===== src/rtl/auxio_pkg.sv =====
`timescale 1ns/1ps
package auxio_pkg;
  localparam int DATA_W = 32;
  localparam int BYTE_W = 8;

  // field positions that neighbouring logic depends on
  localparam int CFG_PFEN_BIT  = 3;
  localparam int AUX2_OFF_BIT  = 0;
  localparam int AUX2_CLR_BIT  = 1;
  localparam int AUX2_PF_BIT   = 5;
  localparam int AUX1_TC_BIT   = 1;
  localparam int SYS_CMD_BIT   = 0;
  localparam logic [DATA_W-1:0] SYS_RESET_STATUS = 32'h0000_0002;

  typedef enum logic [3:0] {
    SEL_NONE, SEL_CFG, SEL_DIAG, SEL_MDM, SEL_LED,
    SEL_SYS, SEL_AUX1, SEL_AUX2, SEL_PM
  } sel_e;

  // aux2 contents after a software write
  function automatic logic [BYTE_W-1:0] aux2_after_write(
      input logic [BYTE_W-1:0] cur, input logic [BYTE_W-1:0] wd);
    logic [BYTE_W-1:0] v;
    v = '0;
    v[AUX2_OFF_BIT] = wd[AUX2_OFF_BIT];
    v[AUX2_CLR_BIT] = wd[AUX2_CLR_BIT];
    v[AUX2_PF_BIT]  = cur[AUX2_PF_BIT];
    if (v[AUX2_CLR_BIT]) begin
      v[AUX2_PF_BIT]  = 1'b0;
      v[AUX2_CLR_BIT] = 1'b0;
    end
    return v;
  endfunction

  // aux1 byte as stored: the command bit never sticks
  function automatic logic [BYTE_W-1:0] aux1_stored(input logic [BYTE_W-1:0] wd);
    logic [BYTE_W-1:0] v;
    v = wd;
    v[AUX1_TC_BIT] = 1'b0;
    return v;
  endfunction
endpackage


===== src/rtl/auxio_addr_dec.sv =====
`timescale 1ns/1ps
module auxio_addr_dec
  import auxio_pkg::*;
#(
  parameter int ADDR_W = 32,
  parameter logic [ADDR_W-1:0] MAIN_BASE = ADDR_W'(32'h7100_0000),
  parameter logic [ADDR_W-1:0] AUX1_BASE = ADDR_W'(32'h7190_0000),
  parameter logic [ADDR_W-1:0] AUX2_BASE = ADDR_W'(32'h7191_0000),
  parameter logic [ADDR_W-1:0] PM_BASE   = ADDR_W'(32'h6A00_0000)
) (
  input  logic              clk,
  input  logic              rst_n,
  input  logic [ADDR_W-1:0] addr,
  output sel_e              sel
);
  localparam int NSLOT = 8;

  // slot i maps to enum value i+1
  function automatic logic [ADDR_W-1:0] slot_addr(input int i);
    case (i)
      0:       return MAIN_BASE + ADDR_W'(32'h0180_0000);
      1:       return MAIN_BASE + ADDR_W'(32'h01A0_0000);
      2:       return MAIN_BASE + ADDR_W'(32'h01B0_0000);
      3:       return MAIN_BASE + ADDR_W'(32'h0160_0000);
      4:       return MAIN_BASE + ADDR_W'(32'h01F0_0000);
      5:       return AUX1_BASE;
      6:       return AUX2_BASE;
      default: return PM_BASE;
    endcase
  endfunction

  logic [NSLOT-1:0] hit;

  for (genvar g = 0; g < NSLOT; g++) begin : g_slot
    assign hit[g] = (addr == slot_addr(g));
  end

  always_comb begin
    sel = SEL_NONE;
    for (int i = 0; i < NSLOT; i++) begin
      if (hit[i]) sel = sel_e'(4'(i + 1));
    end
  end

  // the address map never resolves one address to two registers
  a_r1_single_hit: assert property (@(posedge clk) disable iff (!rst_n)
    $onehot0(hit));
endmodule


===== src/rtl/auxio_pwr_ctl.sv =====
`timescale 1ns/1ps
module auxio_pwr_ctl
  import auxio_pkg::*;
(
  input  logic              clk,
  input  logic              rst_n,
  input  logic              cfg_wr,
  input  logic              aux2_wr,
  input  logic [BYTE_W-1:0] wbyte,
  input  logic              pwr_fail,
  output logic [BYTE_W-1:0] cfg_q,
  output logic [BYTE_W-1:0] aux2_q,
  output logic              irq,
  output logic              shutdown
);
  logic              pf_q;
  logic              pf_change;
  logic [BYTE_W-1:0] cfg_nx;
  logic [BYTE_W-1:0] aux2_w;
  logic [BYTE_W-1:0] aux2_nx;

  assign pf_change = pwr_fail ^ pf_q;
  assign cfg_nx    = cfg_wr  ? wbyte : cfg_q;
  assign aux2_w    = aux2_wr ? aux2_after_write(aux2_q, wbyte) : aux2_q;

  always_comb begin
    aux2_nx = aux2_w;
    if (pf_change) aux2_nx[AUX2_PF_BIT] = pwr_fail & cfg_q[CFG_PFEN_BIT];
  end

  always_ff @(posedge clk or negedge rst_n) begin
    if (!rst_n) begin
      pf_q     <= 1'b0;
      cfg_q    <= '0;
      aux2_q   <= '0;
      irq      <= 1'b0;
      shutdown <= 1'b0;
    end else begin
      pf_q     <= pwr_fail;
      cfg_q    <= cfg_nx;
      aux2_q   <= aux2_nx;
      irq      <= aux2_nx[AUX2_PF_BIT] & cfg_nx[CFG_PFEN_BIT];
      shutdown <= aux2_wr & aux2_w[AUX2_OFF_BIT];
    end
  end

  // interrupt only with latched status and enable
  a_r3_irq_needs_status: assert property (@(posedge clk) disable iff (!rst_n)
    irq |-> (aux2_q[AUX2_PF_BIT] && cfg_q[CFG_PFEN_BIT]));
  // a clear write without a competing input change drops the status
  a_r5_clear_drops_status: assert property (@(posedge clk) disable iff (!rst_n)
    (aux2_wr && wbyte[AUX2_CLR_BIT] && !pf_change) |=>
      (!aux2_q[AUX2_PF_BIT] && !aux2_q[AUX2_CLR_BIT]));
  // shutdown only follows an aux2 write
  a_r6_shutdown_after_write: assert property (@(posedge clk) disable iff (!rst_n)
    shutdown |-> ($past(aux2_wr) && aux2_q[AUX2_OFF_BIT]));
endmodule


===== src/rtl/auxio_cmd.sv =====
`timescale 1ns/1ps
module auxio_cmd
  import auxio_pkg::*;
(
  input  logic              clk,
  input  logic              rst_n,
  input  logic              por_n,
  input  logic              aux1_wr,
  input  logic              sys_wr,
  input  logic              pm_wr,
  input  logic [BYTE_W-1:0] wbyte,
  output logic [BYTE_W-1:0] aux1_q,
  output logic [DATA_W-1:0] sysctl_q,
  output logic              tc_pulse,
  output logic              sysrst_pulse,
  output logic              halt_pulse
);
  logic tc_fire;
  logic sys_fire;

  assign tc_fire  = aux1_wr & wbyte[AUX1_TC_BIT];
  assign sys_fire = sys_wr  & wbyte[SYS_CMD_BIT];

  always_ff @(posedge clk or negedge rst_n) begin
    if (!rst_n) begin
      aux1_q       <= '0;
      tc_pulse     <= 1'b0;
      sysrst_pulse <= 1'b0;
      halt_pulse   <= 1'b0;
    end else begin
      if (aux1_wr) aux1_q <= aux1_stored(wbyte);
      tc_pulse     <= tc_fire;
      sysrst_pulse <= sys_fire;
      halt_pulse   <= pm_wr;
    end
  end

  // reset-status word survives system reset; only power-on clears it
  always_ff @(posedge clk or negedge por_n) begin
    if (!por_n)        sysctl_q <= '0;
    else if (sys_fire) sysctl_q <= SYS_RESET_STATUS;
  end

  // terminal-count pulse traces back to an aux1 write
  a_r7_tc_from_write: assert property (@(posedge clk) disable iff (!rst_n)
    tc_pulse |-> $past(aux1_wr));
  // the command bit is never held in the stored byte
  a_r7_tc_not_stored: assert property (@(posedge clk) disable iff (!rst_n)
    aux1_wr |=> !aux1_q[AUX1_TC_BIT]);
  // reset request comes with the reset-status word loaded
  a_r8_status_with_request: assert property (@(posedge clk) disable iff (!rst_n || !por_n)
    sysrst_pulse |-> (sysctl_q == SYS_RESET_STATUS));
  // halt request traces back to a power-management write
  a_r9_halt_from_write: assert property (@(posedge clk) disable iff (!rst_n)
    halt_pulse |-> $past(pm_wr));
endmodule


===== src/rtl/auxio_sysctl_regs.sv =====
`timescale 1ns/1ps
module auxio_sysctl_regs
  import auxio_pkg::*;
#(
  parameter int ADDR_W = 32,
  parameter logic [ADDR_W-1:0] MAIN_BASE = ADDR_W'(32'h7100_0000),
  parameter logic [ADDR_W-1:0] AUX1_BASE = ADDR_W'(32'h7190_0000),
  parameter logic [ADDR_W-1:0] AUX2_BASE = ADDR_W'(32'h7191_0000),
  parameter logic [ADDR_W-1:0] PM_BASE   = ADDR_W'(32'h6A00_0000),
  parameter int LED_W = 16
) (
  input  logic              clk,
  input  logic              por_n,
  input  logic              rst_n,
  input  logic [ADDR_W-1:0] bus_addr,
  input  logic              bus_wr,
  input  logic              bus_rd,
  input  logic [31:0]       wr_data,
  output logic [31:0]       rd_data,
  input  logic              pwr_fail,
  output logic              pf_irq,
  output logic              fd_tc,
  output logic              shutdown_req,
  output logic              sys_reset_req,
  output logic              cpu_halt_req
);
  logic              sys_rst_n;
  sel_e              sel;
  logic [BYTE_W-1:0] wbyte;
  logic [BYTE_W-1:0] cfg_q, aux2_q, aux1_q, diag_q, mdm_q;
  logic [LED_W-1:0]  led_q;
  logic [DATA_W-1:0] sysctl_q;
  logic [DATA_W-1:0] rd_mux;
  logic              unused_wr_hi;

  assign sys_rst_n    = rst_n & por_n;
  assign wbyte        = wr_data[BYTE_W-1:0];
  assign unused_wr_hi = ^wr_data[DATA_W-1:LED_W];

  auxio_addr_dec #(
    .ADDR_W(ADDR_W), .MAIN_BASE(MAIN_BASE), .AUX1_BASE(AUX1_BASE),
    .AUX2_BASE(AUX2_BASE), .PM_BASE(PM_BASE)
  ) dec_i (
    .clk(clk), .rst_n(sys_rst_n), .addr(bus_addr), .sel(sel)
  );

  auxio_pwr_ctl pwr_i (
    .clk(clk), .rst_n(sys_rst_n),
    .cfg_wr(bus_wr && sel == SEL_CFG), .aux2_wr(bus_wr && sel == SEL_AUX2),
    .wbyte(wbyte), .pwr_fail(pwr_fail),
    .cfg_q(cfg_q), .aux2_q(aux2_q), .irq(pf_irq), .shutdown(shutdown_req)
  );

  auxio_cmd cmd_i (
    .clk(clk), .rst_n(sys_rst_n), .por_n(por_n),
    .aux1_wr(bus_wr && sel == SEL_AUX1), .sys_wr(bus_wr && sel == SEL_SYS),
    .pm_wr(bus_wr && sel == SEL_PM), .wbyte(wbyte),
    .aux1_q(aux1_q), .sysctl_q(sysctl_q),
    .tc_pulse(fd_tc), .sysrst_pulse(sys_reset_req), .halt_pulse(cpu_halt_req)
  );

  // modem control follows system reset
  always_ff @(posedge clk or negedge sys_rst_n) begin
    if (!sys_rst_n)                   mdm_q <= '0;
    else if (bus_wr && sel == SEL_MDM) mdm_q <= wbyte;
  end

  // diagnostic byte and LED word only clear at power-on
  always_ff @(posedge clk or negedge por_n) begin
    if (!por_n) begin
      diag_q <= '0;
      led_q  <= '0;
    end else if (bus_wr) begin
      if (sel == SEL_DIAG) diag_q <= wbyte;
      if (sel == SEL_LED)  led_q  <= wr_data[LED_W-1:0];
    end
  end

  always_comb begin
    case (sel)
      SEL_CFG:  rd_mux = DATA_W'(cfg_q);
      SEL_DIAG: rd_mux = DATA_W'(diag_q);
      SEL_MDM:  rd_mux = DATA_W'(mdm_q);
      SEL_LED:  rd_mux = DATA_W'(led_q);
      SEL_SYS:  rd_mux = sysctl_q;
      SEL_AUX1: rd_mux = DATA_W'(aux1_q);
      SEL_AUX2: rd_mux = DATA_W'(aux2_q);
      default:  rd_mux = '0;
    endcase
  end

  always_ff @(posedge clk or negedge sys_rst_n) begin
    if (!sys_rst_n) rd_data <= '0;
    else            rd_data <= bus_rd ? rd_mux : '0;
  end

  // data only in the cycle after a read strobe
  a_r2_data_after_read: assert property (@(posedge clk) disable iff (!sys_rst_n)
    (rd_data != '0) |-> $past(bus_rd));
  // a write outside the map leaves the configuration byte alone
  a_r1_unmapped_write: assert property (@(posedge clk) disable iff (!sys_rst_n)
    (bus_wr && sel == SEL_NONE && !pwr_fail && !$past(pwr_fail)) |=> $stable(cfg_q));
endmodule


===== config.mk =====
export PLATFORM = sky130hd
export DESIGN_NAME = auxio_sysctl_regs
export DESIGN_NICKNAME = d
export VERILOG_FILES = /design/src/rtl/auxio_pkg.sv /design/src/rtl/auxio_addr_dec.sv /design/src/rtl/auxio_pwr_ctl.sv /design/src/rtl/auxio_cmd.sv /design/src/rtl/auxio_sysctl_regs.sv
export SDC_FILE = /design/constraint.sdc
export NUM_CORES = 1
export LEC_CHECK = 0
export ABC_CLOCK_PERIOD_IN_PS = 2900
export BUFFER_PORTS_ARGS = -buffer_cell sky130_fd_sc_hd__buf_2
export CAP_MARGIN = 0
export CORE_MARGIN = 2
export CORE_UTILIZATION = 53
export CTS_BUF_LIST = sky130_fd_sc_hd__clkbuf_8 sky130_fd_sc_hd__clkbuf_16
export CTS_CLUSTER_SIZE = 14
export DETAILED_ROUTE_END_ITERATION = 7
export GPL_TIMING_DRIVEN = 0
export PLACE_DENSITY_LB_ADDON = 0.12
export SLEW_MARGIN = 10
export SYNTH_ARGS = -nofsm -noshare
export SYNTH_HDL_FRONTEND = slang
export SYNTH_SLANG_ARGS = --single-unit
export TNS_END_PERCENT = 30

===== constraint.sdc =====
create_clock -name clk -period 2.9 [get_ports clk]
set_input_delay 0 -clock clk [delete_from_list [all_inputs] [get_ports clk]]
set_output_delay 0 -clock clk [all_outputs]
set_load 0.005 [all_outputs]

==> results.md, run 1 <==
* Final Net Count at 470
* DP HPWL at roughly 5.4 mm
* Area of the multi-input gates at about 0.0015 mm2
* H-tree Lvls at 3
* Total global routing overflow at 0
* CP Launch Type: input port
* Crit Path Category: input port to flop
* Num ports at 107
* Area grow syn2layout at 27.48%
* Via count at between 2000 and 3000
* Drt pass-1 iters at 5
* Prevailing post-synth register cell: dfrtp_1
* Initial DRC count at ~170
* Clk_skew at about 7 ps
* Sink Count at 72
* Placeable Area at around 0.0063 mm2
* FMAX at around 400 MHz
* Ys Warns at 0
* Antenna diode count at 0
* GP Congestion at around 0.83
* Ys async rst share at 100.0%
* Hold EP: cmd_i.halt_pulse
* EDFF count, synth at 0
* Die W at 84.69 um
* Row count at 29
* Nature of the critical path endpoint: flop
* Req. time, crit path at 3120 ps
* Worst setup margin at 468.8 ps
* Root buffer cell: clkbuf_8
* Worst slack at placement at between 400 and 500 ps
* Pin count of the biggest net entering global routing at 27
* GRT Util Overall at a little under a quarter
* PortBufs at 74
* DRT Wirelength at 8.006 mm
* Final Setup Violations at 0
* Vias in the first global route at around 2600
* Post-route ant nets at 0
* Data arrival, critical path at around 2700 ps
* Final Total Pwr at between 0.0015 and 0.002 W
* Placed Area at about 0.004 mm2
* CTS tree: done
* First-pass GRT wire length at between 10 and 15 mm
* Post-route minimum period at 2431 ps
* Routed vias/inst at 5.531
* DRC violation count after routing at 0
* Post-CTS sizing at 0
* Clock latency on the worst-skew pair at between 300 and 400 ps
* Max-Slew Margin vs Limit at ~30%
* Design area at 0.004399 mm2
* Post-CTS setup buffer count at 0
* Hold path start: bus_addr[27]
* # fillers at around 500
* Clock Path Buffers at 2
* Flop2flop setup slack at between 1500 and 2000 ps
* Reg clk slew, reported paths at 70 ps
* Share of layout cells above drive strength 1 at between 40% and 50%
* Worst Hold Depth at 4
* Syn Area/Cell at 12.41 um2
* IR drop worst, VDD at 363.4 uV
* Total Neg Setup Slack at 0 ps
* Reg2Reg Capture Point: rd_data[0]
* Reg2reg start: diag_q[0]
* Worst Path Max Fanout at 10
* Final Max Tran Viols at 0
* RSZ-0062 raised after global routing: no
* Num CTS Buffers at 9
* Synth Cell Area at 0.003451 mm2
* Drt wl/cell at 16.68 um
* HP Class: input port to flop
* Reg area at 0.001802 mm2
* Register area share after synthesis at 52.21%
* Synth Instances at around 280
* Die footprint at between 0.007 and 0.008 mm2
* Unique cell type count in the Yosys netlist at 48
* PwrDens at between 400 and 500 mW/mm2
* Status: complete, no violations
* Max-Cap Viols at 0
* Initial antenna violation count at 0
* Synthesized flop and latch total at between 70 and 80
* Worst-Margin Slew at ~1000 ps
* Smallest hold slack at 92.00 ps
* Starting density of the core at a little over half
* Die H at between 80 and 90 um
* Hold Fails Final Rpt at 0
* Static Leak at 2.251 nW
* Worst reg2reg path depth at 4
* Final period util at ~84%
## state kept, by name (all words and copies together), names as in the netlist
name                count
led_q                  16
rd_data                16
diag_q                  8
mdm_q                   8
pwr_i.cfg_q             8
cmd_i.aux1_q            7
pwr_i.aux2_q            2
cmd_i.halt_pulse        1
cmd_i.sysctl_q          1
cmd_i.sysrst_pulse      1
cmd_i.tc_pulse          1
pwr_i.irq               1
pwr_i.pf_q              1
pwr_i.shutdown          1
## worst max-delay path by stage
stage | startpoint | to | depth (start not counted)
floorplan | bus_addr[19] | led_q[10] | 7
global placement | por_n | cmd_i.sysrst_pulse | 2
detailed placement | bus_addr[19] | rd_data[3] | 6
CTS | bus_addr[28] | pwr_i.cfg_q[6] | 7
global route | bus_addr[28] | pwr_i.cfg_q[6] | 7
finish | bus_addr[28] | pwr_i.cfg_q[6] | 7
## final cells by class
cell class	instances	area share, %
flip-flops and latches	72	40.96
multi-input cells	193	34.67
repair buffers	96	13.65
plain buffers	26	3.953
clock buffers	11	3.441
well taps	77	2.190
clock inverters	3	0.9670
inverters	2	0.1706
## routing by layer
| metal | global-route usage [%] | share of wire [%] | vias to the layer above |
|---|---|---|---|
| li1 | - | - | 1259 |
| met2 | 39.23 | 48 | 108 |
| met1 | 30.61 | 43 | 1272 |
| met4 | 6.638 | 1.9 | 0 |
| met3 | 5.900 | 6.6 | 16 |
| met5 | 0 | 0 | - |
## cells by family (layout without fill, tap and decap cells)
group	Yosys count	count (layout)	share of synthesized area [%]
other	1	16	0.1087
and+or+nand+nor	89	89	15.30
buffers and inverters	28	138	5.258
muxes	56	56	19.14
xor gates and xnor gates	1	1	0.2539
DFF	72	72	52.21
AOI/OAI and AO/OA	31	31	7.723
## cell usage after synthesis, types with 2 or more instances
cell type	n	area [um2]
a2bb2oi_1	2	17.52
nand3b_1	2	15.01
buf_6	2	22.52
nor4_1	14	87.58
nand2_1	20	75.07
nor2b_1	5	31.28
buf_4	16	120.1
or2_2	2	12.51
mux2i_1	6	60.06
clkbuf_1	7	26.28
a221oi_1	6	52.55
nand3_1	5	25.02
and4_1	2	17.52
a211oi_1	2	15.01
nor3_1	4	20.02
and2_1	11	68.82
mux2_2	40	450.4
a222oi_1	2	20.02
o2bb2ai_1	6	52.55
nand4_1	4	25.02
nor2_1	5	18.77
mux2_4	10	150.1
dfrtp_1	72	1802
inv_1	2	7.510
a21o_1	2	15.01
a32oi_1	5	43.79
and3_1	3	18.77
## power breakdown
group          switching [W]  internal [W]
clock network       0.000346      0.000433
registers        0.000000460       0.00100
logic              0.0000737     0.0000726
total               0.000420       0.00151
## layout by cell type, fill, tap and decap left out, types with 10 or more instances in the layout
| cell | instances |
|---|---|
| nand2_1 | 20 |
| nor4_1 | 14 |
| and2_1 | 10 |
| dfrtp_1 | 72 |
| buf_4 | 16 |
| buf_2 | 75 |
| dlygate4sd3_1 | 21 |
| mux2_2 | 40 |
| conb_1 | 16 |
| mux2_4 | 10 |
| clkbuf_8 | 11 |
## through the flow
stage	utilization [%]	std cells
final	69.68	480
after global routing	69.68	480
after CTS	69.68	480
after detailed placement	63.28	445
after global placement	62.94	444
after floorplan	-	293
## critical path: stages
cell and delay [ps]:
dlygate4sd3_1 520, buf_2 130, or3b_2 460, nor4_1 300
clkbuf_1 450, nand2_1 390, mux2_2 380
## what timing repair did
| action | in CTS | in global routing |
|---|---|---|
| hold buffers | 21 | 0 |
| endpoints found under the hold margin | 96 | 0 |
| endpoints found under the setup margin | 0 | 0 |
(Power assumes the default switching activity.)
==> inputs of run 2 (changes only) <==
- ABC_CLOCK_PERIOD_IN_PS: 2900 -> 2100
- CORE_UTILIZATION: 53 -> 46
- clock period: 2.9 -> 2.1 ns (I/O delays scaled with it)
==> results.md, run 2 (synthesized netlist as in run 1, its figures left out) <==
* Placeable Area at between 0.007 and 0.008 mm2
* Initial DRC count at around 120
* Pin count of the biggest net entering global routing at 32
* Worst setup path startpoint: bus_addr[21]
* Post-route minimum period at 2056 ps
* Hold path start: bus_addr[28]
* Die footprint at between 0.008 and 0.009 mm2
* Crit-path cells: buf_2 -> or4_1 -> nor4_1 -> clkbuf_1 -> nand2_1 -> mux2_2
* Num ports at 107
* PwrDens at approximately 580 mW/mm2
* Reg2reg start: diag_q[5]
* Die H at 90.61 um
* Core Util, Final at approximately three fifths
* Commonest non-fill, non-tap cells in the layout: buf_2, dfrtp_1, mux2_2
* CP Launch Type: input port
* Share of layout cells above drive strength 1 at between 40 and 50%
* Final Max Tran Viols at 0
* Final Setup Violations at 0
* Final Total Pwr at ~0.0026 W
* Area grow syn2layout at 29.12%
* Hold Fails Final Rpt at 0
* Drt wl/cell at between 15 and 20 um
* Starting density of the core at a little under half
* Root buffer cell: clkbuf_8
* DP HPWL at approximately 5.7 mm
* Post-route ant nets at 0
* Row count at 31
* First-pass GRT wire length at 12.83 mm
* Die W at 90.61 um
* Nature of the critical path endpoint: flop
* RSZ-0062 raised after global routing: yes
* GRT Util Overall at 20.48%
* Total global routing overflow at 0
* Num CTS Buffers at 9
* Max-Cap Viols at 0
* Worst Path Max Fanout at 10
* Vias in the first global route at between 2000 and 3000
* GP Congestion at about 0.86
* Commonest non-fill, non-tap cell in the layout: buf_2
* Clk_skew at between 6 and 7 ps
* Static Leak at roughly 2.3 nW
* PortBufs at 74
* Clock latency on the worst-skew pair at about 350 ps
* Final period util at a little over nine tenths
* H-tree Lvls at 3
* Crit Path Category: input port to flop
* Final Net Count at 470
* Worst path bufs/invs at 2
* Routed vias/inst at ~5.2
* DRT Wirelength at ~8.0 mm
* CTS tree: done
* Worst Hold Depth at 4
* Drt pass-1 iters at 4
* Worst-Margin Slew at 810.0 ps
* IR drop worst, VDD at 370.6 uV
* Largest registers: led_q: 16 flops, rd_data: 16 flops
* Sink Count at 72
* Max-Slew Margin vs Limit at 46.00%
* HP Class: input port to flop
* Reg clk slew, reported paths at about 80 ps
* Initial antenna violation count at 0
* Worst reg2reg path depth at 4
* Req. time, crit path at around 2300 ps
* Data arrival, critical path at between 2000 and 2500 ps
* Antenna diode count at 0
* Clock Path Buffers at 2
* Critical-path top delay cell: or4_1
* FMAX at ~490 MHz
* Max incr delay on CP at just under 600 ps
* Delay-heaviest family, CP: simple AND/OR/NAND/NOR gates
* Status: complete, no violations
* Via count at approximately 2600
* DRC violation count after routing at 0
* CP Depth at 6
## run 2: stage by stage
| stage | cell area (um2) | TNS (ps) | std cells | worst slack, ps | hold slack (ps) |
|---|---|---|---|---|---|
| detailed placement | 4030 | -15660 | 467 | -591.6 | 51.98 |
| global route | 4456 | -479.9 | 504 | -68.01 | 19.79 |
| floorplan | 3515 | -157.4 | 293 | -15.74 | -295.6 |
| CTS | 4442 | 0 | 503 | 24.87 | 5.431 |
| global placement | 4009 | -47850 | 466 | -673.8 | 53.40 |
| finish | 4456 | 0 | 504 | 43.90 | 16.95 |
## run 2: tightest hold or removal path, delay by kind of cell
kind                   cells  cell delay [ps]
buffers and inverters      1              120
AND/OR/NAND/NOR            3              200
## run 2: cell type report
cell class / count / area [um2]
clock buffer: 9 / 123.9
tap: 99 / 123.9
timing repair buffer: 96 / 598.1
buffer: 26 / 180.2
sequential: 72 / 1802
fill: 605 / 2798
multi-input combinational: 193 / 1559
inverter: 2 / 7.507
clock inverter: 7 / 61.31
## run 2: final timing paths
| kind | end | slack (ps) |
|---|---|---|
| setup reg to reg | rd_data[5] | 720 |
| min in group asynchronous | diag_q[6] | 190 |
| hold / removal | cmd_i.halt_pulse | 20 |
| setup / recovery | pwr_i.cfg_q[5] | 40 |
| hold reg to reg | pwr_i.aux2_q[0] | 480 |
| max in group asynchronous | pwr_i.aux2_q[5] | 790 |
## run 2: what timing repair did
action / 4_1_cts / 5_1_grt
endpoints found under the setup margin: 11 / 24
gates cloned: 0 / 0
hold buffers: 20 / 0
gates resized for setup: 6 / 2
hold endpoints to repair: 91 / 0
pin swaps: 0 / 1
setup buffers: 0 / 1
## run 2: per-layer routing
| metal | track usage (%) | vias to the layer above | part of all wire, % |
|---|---|---|---|
| met5 | 0 | - | 0 |
| met4 | 9.103 | 0 | 2.1 |
| met3 | 5.175 | 16 | 6.5 |
| met2 | 30.97 | 99 | 47 |
| met1 | 27.94 | 1274 | 44 |
| li1 | - | 1252 | - |
## run 2: power breakdown
part,switching [W],total (W),leakage (nW),internal (W)
clock,0.000565,0.00102,0.0888,0.000451
sequential,0.000000521,0.00139,0.998,0.00139
combinational,0.000103,0.000203,1.17,0.000100
total,0.000669,0.00261,2.26,0.00194
==> inputs of run 3 (changes only) <==
- CORE_MARGIN: 2 -> 4
==> results.md, run 3 (synthesized netlist as in run 1, its figures left out) <==
* Worst-Margin Slew at around 820 ps
* Row count at 31
* CP Launch Type: input port
* Die H at approximately 95 um
* Hold Fails Final Rpt at 0
* Max incr delay on CP at 480 ps
* Post-CTS setup buffer count at 0
* Max-Slew Margin vs Limit at roughly 45%
* Num CTS Buffers at 9
* Commonest non-fill, non-tap cell in the layout: buf_2
* Antenna diode count at 0
* Post-route ant nets at 0
* DRT Wirelength at 8.356 mm
* Delay-heaviest family, CP: simple AND/OR/NAND/NOR gates
* HP Class: input port to flop
* Post-route minimum period at approximately 2100 ps
* Req. time, crit path at roughly 2300 ps
* Clock latency on the worst-skew pair at ~350 ps
* Sink Count at 72
* Die W at ~95 um
* Final Setup Violations at 4
* Data arrival, critical path at approximately 2300 ps
* Drt pass-1 iters at 4
* RSZ-0062 raised after global routing: yes
* Largest registers: led_q: 16 flops, rd_data: 16 flops
* Vias in the first global route at about 2700
* Share of layout cells above drive strength 1 at 43.56%
* Worst Path Max Fanout at 10
* Max-Cap Viols at 0
* DRC violation count after routing at 0
* Num ports at 107
* Static Leak at about 2.3 nW
* Total Neg Setup Slack at -9.807 ps
* Commonest non-fill, non-tap cells in the layout: buf_2, dfrtp_1, mux2_2
* GP Congestion at around 0.8
* CTS tree: done
* Die footprint at about 0.0090 mm2
* Status: complete, but fails checks
* IR drop worst, VDD at roughly 340 uV
* Final period util at 100.2%
* Routed vias/inst at 5.249
* Root buffer cell: clkbuf_8
* Crit-path cells: buf_2 -> or3b_1 -> buf_4 -> or4_4 -> buf_6 -> nor3_4 -> nand2_4 -> buf_12 -> mux2_4
* GRT Util Overall at 19.98%
* Final Max Tran Viols at 0
* Area grow syn2layout at 29.15%
* Final Net Count at 469
* Clk_skew at approximately 7.1 ps
* Drt wl/cell at roughly 17 um
* Initial antenna violation count at 0
* Clock Path Buffers at 2
* Starting density of the core at a little under half
* # fillers at between 600 and 700
* Worst path bufs/invs at 4
* Reg clk slew, reported paths at approximately 80 ps
* Total global routing overflow at 0
* H-tree Lvls at 3
* Crit Path Category: input port to flop
* Failing checks: setup timing
* DP HPWL at a little under 6 mm
* Placeable Area at ~0.0073 mm2
* FMAX at ~480 MHz
* Nature of the critical path endpoint: flop
* PwrDens at between 500 and 600 mW/mm2
* Initial DRC count at between 100 and 150
* PortBufs at 74
* Pin count of the biggest net entering global routing at 27
* Core Util, Final at 61.45%
* First-pass GRT wire length at between 10 and 15 mm
* Placed Area at around 0.004 mm2
* Final Total Pwr at between 0.002 and 0.003 W
* Via count at around 2600
* Worst setup margin at -3.707 ps
* Critical-path top delay cell: or4_4
* Design area at 0.004457 mm2
-- run 3: cell types whose count changed in the layout (fill, tap and decap cells not counted), sizes merged --
cell  before  now
buf       96   95
-- run 3: worst paths after layout --
path / start / to / slack [ps] / cells after the start
setup / recovery: bus_addr[24] / led_q[12] / -4 / 9
hold / removal: bus_addr[28] / cmd_i.halt_pulse / 30 / 4
setup reg to reg: mdm_q[0] / rd_data[0] / 740 / 4
hold reg to reg: led_q[12] / rd_data[12] / 480 / 1
max in group asynchronous: por_n / cmd_i.halt_pulse / 660 / 4
min in group asynchronous: por_n / led_q[10] / 200 / 2
-- run 3: layout make-up --
type | count | area, um2 | share of cell area (%)
Tap cell | 99 | 123.9 | 2.779
Clock buffer | 9 | 123.9 | 2.779
Clock inverter | 7 | 61.31 | 1.376
Buffer | 26 | 188.9 | 4.239
Timing Repair Buffer | 95 | 590.6 | 13.25
Inverter | 2 | 7.507 | 0.1684
Sequential cell | 72 | 1802 | 40.43
Multi-Input combinational cell | 193 | 1559 | 34.98
-- run 3: worst register-to-register path, delay by kind of cell, from the launching register on --
kind	cells	cell delay (ps)
multiplexers	1	260
AO/OA/AOI/OAI	3	600
flip-flops	1	380
-- run 3: through the flow --
stage	hold WS, ps	setup slack, ps	instances
after floorplan	-295.6	-15.74	293
after global placement	55.52	-674.0	466
after detailed placement	60.42	-630.7	467
after CTS	14.72	8.892	503
after global routing	45.12	-42.98	503
final	30.29	-3.707	503
-- run 3: layer usage --
| layer | track usage (%) | share of wire [%] | vias to the layer above |
|---|---|---|---|
| met5 | 0 | 0 | - |
| met4 | 6.971 | 1.7 | 0 |
| met3 | 4.940 | 7.3 | 17 |
| met2 | 31.65 | 46 | 99 |
| met1 | 26.78 | 45 | 1268 |
| li1 | - | - | 1256 |
-- run 3: where the power goes --
| group | internal [W] | total [W] | switching [W] |
|---|---|---|---|
| combinational | 0.000100 | 0.000205 | 0.000105 |
| sequential | 0.00139 | 0.00139 | 0.000000546 |
| clock | 0.000450 | 0.00102 | 0.000572 |
| total | 0.00194 | 0.00261 | 0.000678 |
-- run 3: timing repair --
item	4_1_cts	5_1_grt
hold buffers	20	0
gates resized for setup	4	8
setup endpoints to repair	15	33
endpoints found under the hold margin	97	0
